==> src/rtl/mlc_pkg.sv <==
package mlc_pkg;
  typedef enum logic [1:0] {
    LAYOUT_THUMB = 2'd0,
    LAYOUT_SOLO1 = 2'd1,
    LAYOUT_SOLO2 = 2'd2
  } layout_e;

  localparam int unsigned FIRST_VIDEO = 1;
  localparam int unsigned LAST_VIDEO  = 2;

  function automatic layout_e decode_switches(input logic [1:0] sw);
    if (!sw[0])     return LAYOUT_THUMB;
    else if (!sw[1]) return LAYOUT_SOLO1;
    else             return LAYOUT_SOLO2;
  endfunction
endpackage

==> src/rtl/mlc_raster_ctr.sv <==
module mlc_raster_ctr #(
  parameter int unsigned FRAME_W = 1920,
  parameter int unsigned FRAME_H = 1080,
  parameter int unsigned XW      = 11,
  parameter int unsigned YW      = 11
) (
  input  logic          clk,
  input  logic          rst_n,
  input  logic          adv,
  output logic [XW-1:0] pos_x,
  output logic [YW-1:0] pos_y,
  output logic          at_origin,
  output logic          at_last
);
  localparam logic [XW-1:0] X_LAST = XW'(FRAME_W - 1);
  localparam logic [YW-1:0] Y_LAST = YW'(FRAME_H - 1);

  logic [XW-1:0] x_q, x_d;
  logic [YW-1:0] y_q, y_d;
  logic          end_of_line;

  assign end_of_line = (x_q == X_LAST);

  always_comb begin
    x_d = x_q;
    y_d = y_q;
    if (adv) begin
      if (end_of_line) begin
        x_d = '0;
        y_d = (y_q == Y_LAST) ? '0 : y_q + 1'b1;
      end else begin
        x_d = x_q + 1'b1;
      end
    end
  end

  always_ff @(posedge clk or negedge rst_n) begin
    if (!rst_n) begin
      x_q <= '0;
      y_q <= '0;
    end else if (adv) begin
      x_q <= x_d;
      y_q <= y_d;
    end
  end

  assign pos_x     = x_q;
  assign pos_y     = y_q;
  assign at_origin = (x_q == '0) && (y_q == '0);
  assign at_last   = end_of_line && (y_q == Y_LAST);
endmodule

==> src/rtl/mlc_layout_dec.sv <==
module mlc_layout_dec
  import mlc_pkg::*;
#(
  parameter int unsigned FRAME_W  = 1920,
  parameter int unsigned FRAME_H  = 1080,
  parameter int unsigned THUMB_W  = 640,
  parameter int unsigned THUMB_H  = 360,
  parameter int unsigned THUMB1_X = 320,
  parameter int unsigned THUMB2_X = 960,
  parameter int unsigned THUMB_Y  = 360,
  parameter int unsigned XW       = 11,
  parameter int unsigned YW       = 11
) (
  input  logic                clk,
  input  logic                rst_n,
  input  logic                capture,
  input  logic [1:0]          mode_sw,
  input  logic [XW-1:0]       l2_w,
  input  logic [YW-1:0]       l2_h,
  output layout_e             act_layout,
  output logic [2:1]          rect_en,
  output logic [2:1][XW-1:0]  rect_x,
  output logic [2:1][YW-1:0]  rect_y,
  output logic [2:1][XW-1:0]  rect_w,
  output logic [2:1][YW-1:0]  rect_h
);
  localparam logic [XW-1:0] FULL_W = XW'(FRAME_W);
  localparam logic [YW-1:0] FULL_H = YW'(FRAME_H);

  layout_e       lay_q, lay_d;
  logic [XW-1:0] w2_q, w2_d;
  logic [YW-1:0] h2_q, h2_d;

  always_comb begin
    lay_d = decode_switches(mode_sw);
    w2_d  = (l2_w > FULL_W) ? FULL_W : l2_w;
    h2_d  = (l2_h > FULL_H) ? FULL_H : l2_h;
  end

  always_ff @(posedge clk or negedge rst_n) begin
    if (!rst_n) begin
      lay_q <= LAYOUT_THUMB;
      w2_q  <= '0;
      h2_q  <= '0;
    end else if (capture) begin
      lay_q <= lay_d;
      w2_q  <= w2_d;
      h2_q  <= h2_d;
    end
  end

  always_comb begin
    rect_en = '0;
    rect_x  = '0;
    rect_y  = '0;
    rect_w  = '0;
    rect_h  = '0;
    unique case (lay_q)
      LAYOUT_SOLO1: begin
        rect_en[1] = 1'b1;
        rect_w[1]  = FULL_W;
        rect_h[1]  = FULL_H;
      end
      LAYOUT_SOLO2: begin
        rect_en[2] = 1'b1;
        rect_w[2]  = w2_q;
        rect_h[2]  = h2_q;
      end
      default: begin
        rect_en    = 2'b11;
        rect_x[1]  = XW'(THUMB1_X);
        rect_x[2]  = XW'(THUMB2_X);
        rect_y[1]  = YW'(THUMB_Y);
        rect_y[2]  = YW'(THUMB_Y);
        rect_w[1]  = XW'(THUMB_W);
        rect_w[2]  = XW'(THUMB_W);
        rect_h[1]  = YW'(THUMB_H);
        rect_h[2]  = YW'(THUMB_H);
      end
    endcase
  end

  assign act_layout = lay_q;
endmodule

==> src/rtl/mlc_rect_hit.sv <==
module mlc_rect_hit #(
  parameter int unsigned XW = 11,
  parameter int unsigned YW = 11
) (
  input  logic          en,
  input  logic [XW-1:0] px,
  input  logic [YW-1:0] py,
  input  logic [XW-1:0] rx,
  input  logic [YW-1:0] ry,
  input  logic [XW-1:0] rw,
  input  logic [YW-1:0] rh,
  output logic          hit
);
  logic [XW:0] x_end;
  logic [YW:0] y_end;
  logic        in_x, in_y;

  assign x_end = {1'b0, rx} + {1'b0, rw};
  assign y_end = {1'b0, ry} + {1'b0, rh};
  assign in_x  = (px >= rx) && ({1'b0, px} < x_end);
  assign in_y  = (py >= ry) && ({1'b0, py} < y_end);
  assign hit   = en && in_x && in_y;
endmodule

==> src/rtl/mlc_compositor.sv <==
module mlc_compositor
  import mlc_pkg::*;
#(
  parameter int unsigned FRAME_W  = 1920,
  parameter int unsigned FRAME_H  = 1080,
  parameter int unsigned PIX_W    = 24,
  parameter int unsigned THUMB_W  = 640,
  parameter int unsigned THUMB_H  = 360,
  parameter int unsigned THUMB1_X = 320,
  parameter int unsigned THUMB2_X = 960,
  parameter int unsigned THUMB_Y  = 360,
  localparam int unsigned XW      = $clog2(FRAME_W + 1),
  localparam int unsigned YW      = $clog2(FRAME_H + 1)
) (
  input  logic             clk,
  input  logic             rst_n,
  input  logic [1:0]       mode_sw,
  input  logic [XW-1:0]    l2_w,
  input  logic [YW-1:0]    l2_h,
  input  logic             bg_valid,
  output logic             bg_ready,
  input  logic [PIX_W-1:0] bg_data,
  input  logic             l1_valid,
  output logic             l1_ready,
  input  logic [PIX_W-1:0] l1_data,
  input  logic             l2_valid,
  output logic             l2_ready,
  input  logic [PIX_W-1:0] l2_data,
  output logic             out_valid,
  input  logic             out_ready,
  output logic [PIX_W-1:0] out_data,
  output logic             out_sof,
  output logic             out_eof
);
  logic [XW-1:0]      pos_x;
  logic [YW-1:0]      pos_y;
  logic               at_origin, at_last;
  logic               fire, capture;
  layout_e            act_layout;
  logic [2:1]         rect_en;
  logic [2:1][XW-1:0] rect_x, rect_w;
  logic [2:1][YW-1:0] rect_y, rect_h;
  logic [2:1]         covers;
  logic [2:1]         lay_valid;
  logic [2:1]         lay_ready;

  // Layout may only change while no pixel of the frame has left yet.
  assign capture = at_origin && !fire;

  mlc_raster_ctr #(
    .FRAME_W(FRAME_W), .FRAME_H(FRAME_H), .XW(XW), .YW(YW)
  ) u_raster (
    .clk(clk), .rst_n(rst_n), .adv(fire),
    .pos_x(pos_x), .pos_y(pos_y),
    .at_origin(at_origin), .at_last(at_last)
  );

  mlc_layout_dec #(
    .FRAME_W(FRAME_W), .FRAME_H(FRAME_H),
    .THUMB_W(THUMB_W), .THUMB_H(THUMB_H),
    .THUMB1_X(THUMB1_X), .THUMB2_X(THUMB2_X), .THUMB_Y(THUMB_Y),
    .XW(XW), .YW(YW)
  ) u_layout (
    .clk(clk), .rst_n(rst_n), .capture(capture),
    .mode_sw(mode_sw), .l2_w(l2_w), .l2_h(l2_h),
    .act_layout(act_layout), .rect_en(rect_en),
    .rect_x(rect_x), .rect_y(rect_y), .rect_w(rect_w), .rect_h(rect_h)
  );

  assign lay_valid = {l2_valid, l1_valid};

  for (genvar g = FIRST_VIDEO; g <= LAST_VIDEO; g++) begin : g_layer
    mlc_rect_hit #(.XW(XW), .YW(YW)) u_hit (
      .en(rect_en[g]), .px(pos_x), .py(pos_y),
      .rx(rect_x[g]), .ry(rect_y[g]), .rw(rect_w[g]), .rh(rect_h[g]),
      .hit(covers[g])
    );
    // Disabled layers drain freely; enabled ones move with the output.
    assign lay_ready[g] = rect_en[g] ? (covers[g] && fire) : 1'b1;
  end

  always_comb begin
    out_valid = bg_valid;
    for (int k = FIRST_VIDEO; k <= LAST_VIDEO; k++) begin
      if (covers[k] && !lay_valid[k]) out_valid = 1'b0;
    end
  end

  assign fire = out_valid && out_ready;

  always_comb begin
    if (covers[2])      out_data = l2_data;
    else if (covers[1]) out_data = l1_data;
    else                out_data = bg_data;
  end

  assign bg_ready = fire;
  assign l1_ready = lay_ready[1];
  assign l2_ready = lay_ready[2];
  assign out_sof  = at_origin;
  assign out_eof  = at_last;
endmodule

==> config.mk <==
export PLATFORM = sky130hd
export DESIGN_NAME = mlc_compositor
export DESIGN_NICKNAME = d
export VERILOG_FILES = /design/src/rtl/mlc_pkg.sv /design/src/rtl/mlc_raster_ctr.sv /design/src/rtl/mlc_layout_dec.sv /design/src/rtl/mlc_rect_hit.sv /design/src/rtl/mlc_compositor.sv
export SDC_FILE = /design/constraint.sdc
export NUM_CORES = 1
export LEC_CHECK = 0
export ABC_AREA = 1
export BUFFER_PORTS_ARGS = -buffer_cell sky130_fd_sc_hd__buf_2
export CORE_UTILIZATION = 55
export CTS_BUF_LIST = sky130_fd_sc_hd__clkbuf_16
export DETAILED_ROUTE_END_ITERATION = 10
export HOLD_SLACK_MARGIN = 0.06
export PLACE_DENSITY = 0.84
export SYNTH_ARGS = -nofsm -noshare
export SYNTH_HDL_FRONTEND = slang
export SYNTH_SLANG_ARGS = --single-unit
==> constraint.sdc <==
create_clock -name clk -period 6 [get_ports clk]
set_input_delay 0.6 -clock clk [delete_from_list [all_inputs] [get_ports clk]]
set_output_delay 0.6 -clock clk [all_outputs]
set_load 0.005 [all_outputs]
==> metrics.yaml, run 1 <==
status: "complete, no violations"
yosysTopAreaCell: "dfrtp_1"
finClkSkew_ns: 0.00575
initial_core_util_pct: 57.8
dp.final_hpwl_um: 9210
antenna_found_initial: 0
cp_data_arrival_time_ns: 4.13
async_flop_share_pct: 100
diodes: 0
root_buffer: "clkbuf_16"
synth_seq_cells: 46
avgRoutedWirePerCell_um: 12.8
cts_buffer_depth: 2
cp_max_fo: 35
fin_tns_setup_ns: 0
globalplace.congestion: 0.915
wl_um: 11900
cts_sinks: 46
worst_pin_slew_ns: 1.06
cts_buffers: 5
slew-limit-headroom_pct: 29.6
fillers: 700
wl_met3_um: 649
min_path_type: "reg -> reg"
critPathRequiredTime_ns: 5.40
cts_tree: "done"
worstSetupPathType: "reg -> out"
slew_viol_final: 0
top_layer: "met4"
synth_area_per_cell_um2: 6.39
postSynthCellCount: 710
postRouteAntennaNets: 0
end_kind: "output port"
clkSlewWorstSetupHoldPaths_ns: 0.06
layout_common_cells: "nand2_1 (258), buf_2 (131), nor2_1 (80)"
yosys_warnings: 0
grt_pass1_wl_um: 19500
synth_cell_types: 38
track_usage_pct: 27.8
drive_gt1_share_pct: 19.2
setup_viol: 0
maxCapViolCount: 0
fmax_mhz: 211
synth_area_um2: 4540
routed-wl-met2_um: 5600
synth_nets: 859
io_buffer_count: 131
dp_slack_ns: 1.70
final_common_cell: "nand2_1"
p_leak_uw: 0.00304
grt_max_degree: 50
postCtsSetupRepairBufs: 0
num_rows: 32
num-nets-final: 977
cts-hold-fix-buffers: 0
first_iter_violations: 314
rsz0062_at_grt: "no"
grt_pass1_vias: 4501
powerDensity_nw_per_um2: 327
vias: 4911
cts_htree_levels: 2
synth-edff-count: 0
min_period_ns: 4.73
synth_top_area_share_pct: 25.4
hold_viol: 0
yosysSeqAreaShare_pct: 25.4
overflow: 0
vias_per_cell: 5.28
wl_met1_um: 5430
dieArea_um2: 8610
drcViolationCount: 0
die_w_um: 92.8
fin_ws_ns: 1.27
max-vdd-ir-drop_mv: 0.184
die_h_um: 92.8
coreArea_um2: 7850
cts_resized: 0
fin_crit_sh_pct: 78.9
pin_count: 132
synth_ff_type: "dfrtp_1"
synth_area_leaders: "dfrtp_1 (25%), nand2_1 (21%), ha_1 (13%)"
clk-insertion-delay-late_ns: 0.29
drtPass1Iterations: 5
syn_to_final_growth_pct: 18.0
critPathLaunchType: "flop"
-- cells in the mapped netlist (all sizes together) (2+ instances only) --
| master | count |
|---|---|
| nand2 | 262 |
| nor2 | 84 |
| inv | 81 |
| nand3 | 50 |
| ha | 47 |
| dfrtp | 46 |
| a31oi | 25 |
| o21ai | 20 |
| buf | 15 |
| nor3 | 15 |
| a21oi | 12 |
| xor2 | 11 |
| nand3b | 8 |
| clkbuf | 7 |
| nand4 | 7 |
| nor4 | 7 |
| xnor2 | 4 |
| a21o | 2 |
-- worst max-delay path, stage by stage, from the launching register on --
cell	delay, ns
dfrtp_1	0.41
inv_1	0.10
ha_1	0.78
nor2_1	0.16
nor2_1	0.29
o21ai_0	0.17
nand2_1	0.11
xor2_1	0.17
ha_1	0.26
nand2_1	0.09
nor2_1	0.05
a21oi_1	0.11
nand3_1	0.11
nor2_1	0.20
nand3_2	0.17
nand3_4	0.36
o21ai_0	0.12
buf_2	0.17
-- report_power, final --
| group | internal (µW) | switching (µW) |
|---|---|---|
| sequential | 397 | 94.9 |
| clock | 193 | 114 |
| combinational | 367 | 583 |
-- final timing paths --
kind                                         from                      to  slack, ns  cells after the start
min in group asynchronous                   rst_n       u_raster.pos_x[0]       0.51                      1
min reg2reg                      u_layout.h2_q[6]        u_layout.h2_q[6]       0.47                      2
max reg2reg                u_layout.act_layout[0]        u_layout.h2_q[2]       1.87                     18
max in group asynchronous                   rst_n  u_layout.act_layout[0]       4.85                      1
max                        u_layout.act_layout[0]                l1_ready       1.27                     17
min                              u_layout.h2_q[6]        u_layout.h2_q[6]       0.47                      2
-- metrics by stage --
stage               power [µW]  util (%)  hold slack [ns]  std cells  area [µm²]
CTS                       1740      68.2            0.475        930        5350
detailed placement        1430      66.2            0.460        923        5190
floorplan                 1190         -            0.304        710        4540
global placement          1380      66.2            0.457        923        5190
global route              1930      68.2            0.490        930        5350
finish                    1750      68.2            0.474        930        5350
-- metal layers --
| layer | up-vias | global-route usage [%] |
|---|---|---|
| li1 | 2518 | - |
| met1 | 2210 | 37.3 |
| met2 | 161 | 46.3 |
| met3 | 22 | 3.78 |
| met4 | 0 | 8.33 |
| met5 | - | 0 |
-- cell type report --
| cell class | instances | area (µm²) | share of cell area, % |
|---|---|---|---|
| clock buffers | 5 | 125 | 2.34 |
| clock inverters | 2 | 33.8 | 0.631 |
| inverters | 82 | 308 | 5.75 |
| multi-input cells | 560 | 2940 | 54.9 |
| flip-flops and latches | 46 | 1150 | 21.5 |
| well taps | 102 | 128 | 2.38 |
| repair buffers | 133 | 671 | 12.5 |
-- cell families after synthesis --
kind of cell / count (synthesis) / share of synthesized area (%)
AND/OR/NAND/NOR: 435 / 40.9
flip-flops: 46 / 25.4
adder cells (fa/ha/maj): 47 / 13.0
XOR/XNOR: 15 / 2.90
AO/OA/AOI/OAI: 63 / 8.03
buffers and inverters: 104 / 9.88
-- registers in the layout, indices dropped and copies added (netlist names) --
name and cells:
u_layout.act_layout 2, u_layout.h2_q 11, u_layout.w2_q 11, u_raster.pos_x 11, u_raster.pos_y 11
No activity file was read; power rests on OpenSTA's default activity.
==> inputs of run 2 (changes only) <==
- ABC_AREA: 1 -> 0
- CORE_UTILIZATION: 55 -> 52
- PLACE_DENSITY: 0.84 -> 0.81
- clock period: 6 -> 4.43 ns (I/O delays scaled with it)
==> run 2 against run 1 <==
Clock power rose by 22%. Combinational power is 73% lower. Synthesized cell count decreased by 33%. Clock skew is 0.0018 ns lower. Sequential share of layout area up 1.4 points. Critical path depth shrank 2. Cell count fell by 24%. Via count down 19%. Hold slack worse by 0.14 ns. Critical path type unchanged. Critical endpoint is now out_data[23]. Largest power group is now sequential cells.
==> metrics.yaml, run 2 <==
vias_per_cell: 5.67  # +7.3%
hold_slack_ns: 0.334  # -0.140 ns
yosys.area_share.adder_pct: 14.2  # +1.3 points
r2r_setup_slack_ns: 0.58  # -1.29 ns
cts-hold-fix-buffers: 0  # unchanged
cts_buffers: 5  # unchanged
final_common_cell: "buf_2"
synth_ff_type: "dfrtp_1"
diodes: 0  # unchanged
powerDensity_nw_per_um2: 228  # -30%
yosysTopAreaCell: "dfrtp_1"
synth_seq_cells: 46  # unchanged
synth_top_area_share_pct: 27.9  # +2.5 points
grt_pass1_vias: 3763  # -16%
worstSetupPathType: "reg -> out"
cts_tree: "done"
r2r_cells: 12  # -6
end_kind: "output port"
antenna_found_initial: 0  # unchanged
dp_slack_ns: 0.546  # -1.15 ns
postCtsSetupRepairBufs: 0  # unchanged
syn_to_final_growth_pct: 21.5
num_rows: 32  # unchanged
synth_top_family_by_area: "simple AND/OR/NAND/NOR gates"
synth_compound_area_share_pct: 15.1  # +7.0 points
die_w_um: 91.1  # -1.8%
critPathRequiredTime_ns: 3.99  # -1.41 ns
p_leak_uw: 0.00279  # -8.4%
postSynthCellCount: 473  # -33%
synth_cell_types: 62  # +63%
coreArea_um2: 7690  # -2.0%
p_sw_uw: 360  # -55%
cts_resized: 0  # unchanged
fin_ws_ns: 0.265  # -1.00 ns
synth_area_leaders: "dfrtp_1 (28%), ha_1 (14%), mux2i_1 (9.2%)"
rsz0062_at_grt: "no"
die_h_um: 91.1  # -1.8%
yosysSeqAreaShare_pct: 27.9  # +2.5 points
async_flop_share_pct: 100  # unchanged
initial_core_util_pct: 53.7  # -4.1 points
slew-limit-headroom_pct: 32.1  # +2.5 points
overflow: 0  # unchanged
min_period_ns: 4.16
synth.mux.area_fraction_pct: 13.3  # +13 points
yosys_warnings: 0  # unchanged
slew_viol_final: 0  # unchanged
drcViolationCount: 0  # unchanged
yosys.area_share.xor_xnor_pct: 2.12  # -0.78 points
worst_pin_slew_ns: 1.02  # -0.0373 ns
first_iter_violations: 284  # -9.6%
fmax_mhz: 240
fin_crit_sh_pct: 94.0
critPathLaunchType: "flop"
grt_max_degree: 51  # +2.0%
pwr-share-seq_pct: 45.1  # +17 points
synth_common_cells: "nand2_1 (48), ha_1 (47), nor2_1 (47), dfrtp_1 (46), mux2i_1 (38)"
final_cells: 703  # -24%
cp_slowest_cell: "or4_1"
synth_area_per_cell_um2: 8.73  # +37%
avgRoutedWirePerCell_um: 15.5  # +21%
max-vdd-ir-drop_mv: 0.173  # -6.4%
switching_share_pct: 31.4  # -14 points
finClkSkew_ns: 0.00393  # -0.00182 ns
dieArea_um2: 8310  # -3.6%
r2r-end: "u_raster.pos_y[3]"
cts_buffer_depth: 2  # unchanged
synth-edff-count: 0  # unchanged
cpPeakStageDelay_ns: 0.44  # -0.34 ns
p_total_uw: 1150  # -35%
wl_um: 10900  # -8.4%
synth.most_common_cell: "nand2_1"
layout_common_cells: "buf_2 (131), nand2_1 (48), nor2_1 (47)"
io_buffer_count: 131  # unchanged
synth_nets: 622  # -28%
worstReg2RegStart: "u_layout.act_layout[0]"
setup_viol: 0  # unchanged
place_inst: 695  # -25%
cp_max_fo: 50  # +43%
postRouteAntennaNets: 0  # unchanged
pwr-share-clk_pct: 32.5  # +15 points
fin_tns_setup_ns: 0  # unchanged
pin_count: 132  # unchanged
vias: 3985  # -19%
cp_top_family: "simple AND/OR/NAND/NOR gates"
intPower_uw: 786  # -18%
fillers: 664  # -5.1%
clk-insertion-delay-late_ns: 0.29  # about the same
min_path_type: "in -> async"
num-nets-final: 749  # -23%
dp.final_hpwl_um: 8570  # -7.0%
critPathBufInv: 4  # +2
status: "complete, no violations"
drtPass1Iterations: 5  # unchanged
root_buffer: "clkbuf_16"
synth_area_um2: 4130  # -8.9%
clkSlewWorstSetupHoldPaths_ns: 0.06  # about the same
hold_viol: 0  # unchanged
cts_sinks: 46  # unchanged
yosys.area_share.simple_pct: 22.0  # -19 points
track_usage_pct: 26.7  # -1.1 points
cts_htree_levels: 2  # unchanged
drive_gt1_share_pct: 29.0  # +9.7 points
crit_chain: "inv_1 > ha_2 > buf_4 > nand2_1 > xnor2_1 > nand2_1 > ha_1 > a22o_1 > a211oi_1 > nand4_1 > or4_1 > buf_4 > nor2_1 > a21oi_1 > buf_2"
globalplace.congestion: 0.919  # +0.38%
maxCapViolCount: 0  # unchanged
p_comb_share_pct: 22.5  # -32 points
grt_pass1_wl_um: 18100  # -7.5%
cp_data_arrival_time_ns: 3.72  # -0.41 ns
## run 2: area by class of cell
type,count,area [µm²],area share [%]
Inverter,30,113,2.24
Timing Repair Buffer,140,723,14.4
Multi-Input combinational cell,377,2760,55.0
Clock inverter,3,21.3,0.424
Sequential cell,46,1150,22.9
Clock buffer,5,125,2.49
Tap cell,102,128,2.54
## run 2: how the worst max path moves through the flow
stage,startpoint,end,depth (start not counted)
floorplan,u_layout.act_layout[0],out_data[13],16
CTS,u_layout.act_layout[0],out_data[14],12
global placement,u_layout.act_layout[0],l1_ready,13
detailed placement,u_layout.act_layout[0],u_raster.pos_y[3],12
finish,u_layout.act_layout[0],out_data[23],15
global route,u_layout.act_layout[0],out_data[9],15
## run 2: per-layer routing
layer	up-vias	track usage [%]	part of all wire, %
li1	1972	-	-
met1	1868	38.9	46
met2	127	42.0	48
met3	18	3.69	4.9
met4	0	5.82	1.2
met5	-	0	0
## run 2: metrics by stage
step | util, % | area (µm²)
floorplan | - | 4130
global placement | 63.4 | 4870
detailed placement | 63.4 | 4870
CTS | 65.3 | 5020
global route | 65.3 | 5020
finish | 65.3 | 5020
## run 2: logic make-up after synthesis
kind of cell             count (synthesis)
AO/OA/AOI/OAI                           98
AND/OR/NAND/NOR                        171
adder cells (fa/ha/maj)                 47
flip-flops                              46
XOR/XNOR                                10
buffers and inverters                   50
multiplexers                            51
## run 2: worst register-to-register path, delay by kind of cell (launching register included)
kind | cells | cell delay [ns]
DFF | 1 | 0.40
and+or+nand+nor | 3 | 1.00
adders and majority gates | 2 | 0.67
buffers and inverters | 3 | 0.85
AOI/OAI and AO/OA | 3 | 0.48
muxes | 1 | 0.34
## run 2: power by group through the flow
stage	registers [µW]	logic, µW	clock network (µW)
2_1_floorplan	500	153	0
3_3_place_gp	519	241	0
3_5_place_dp	521	256	0
4_1_cts	515	259	378
5_1_grt	521	294	393
6_report	516	257	372
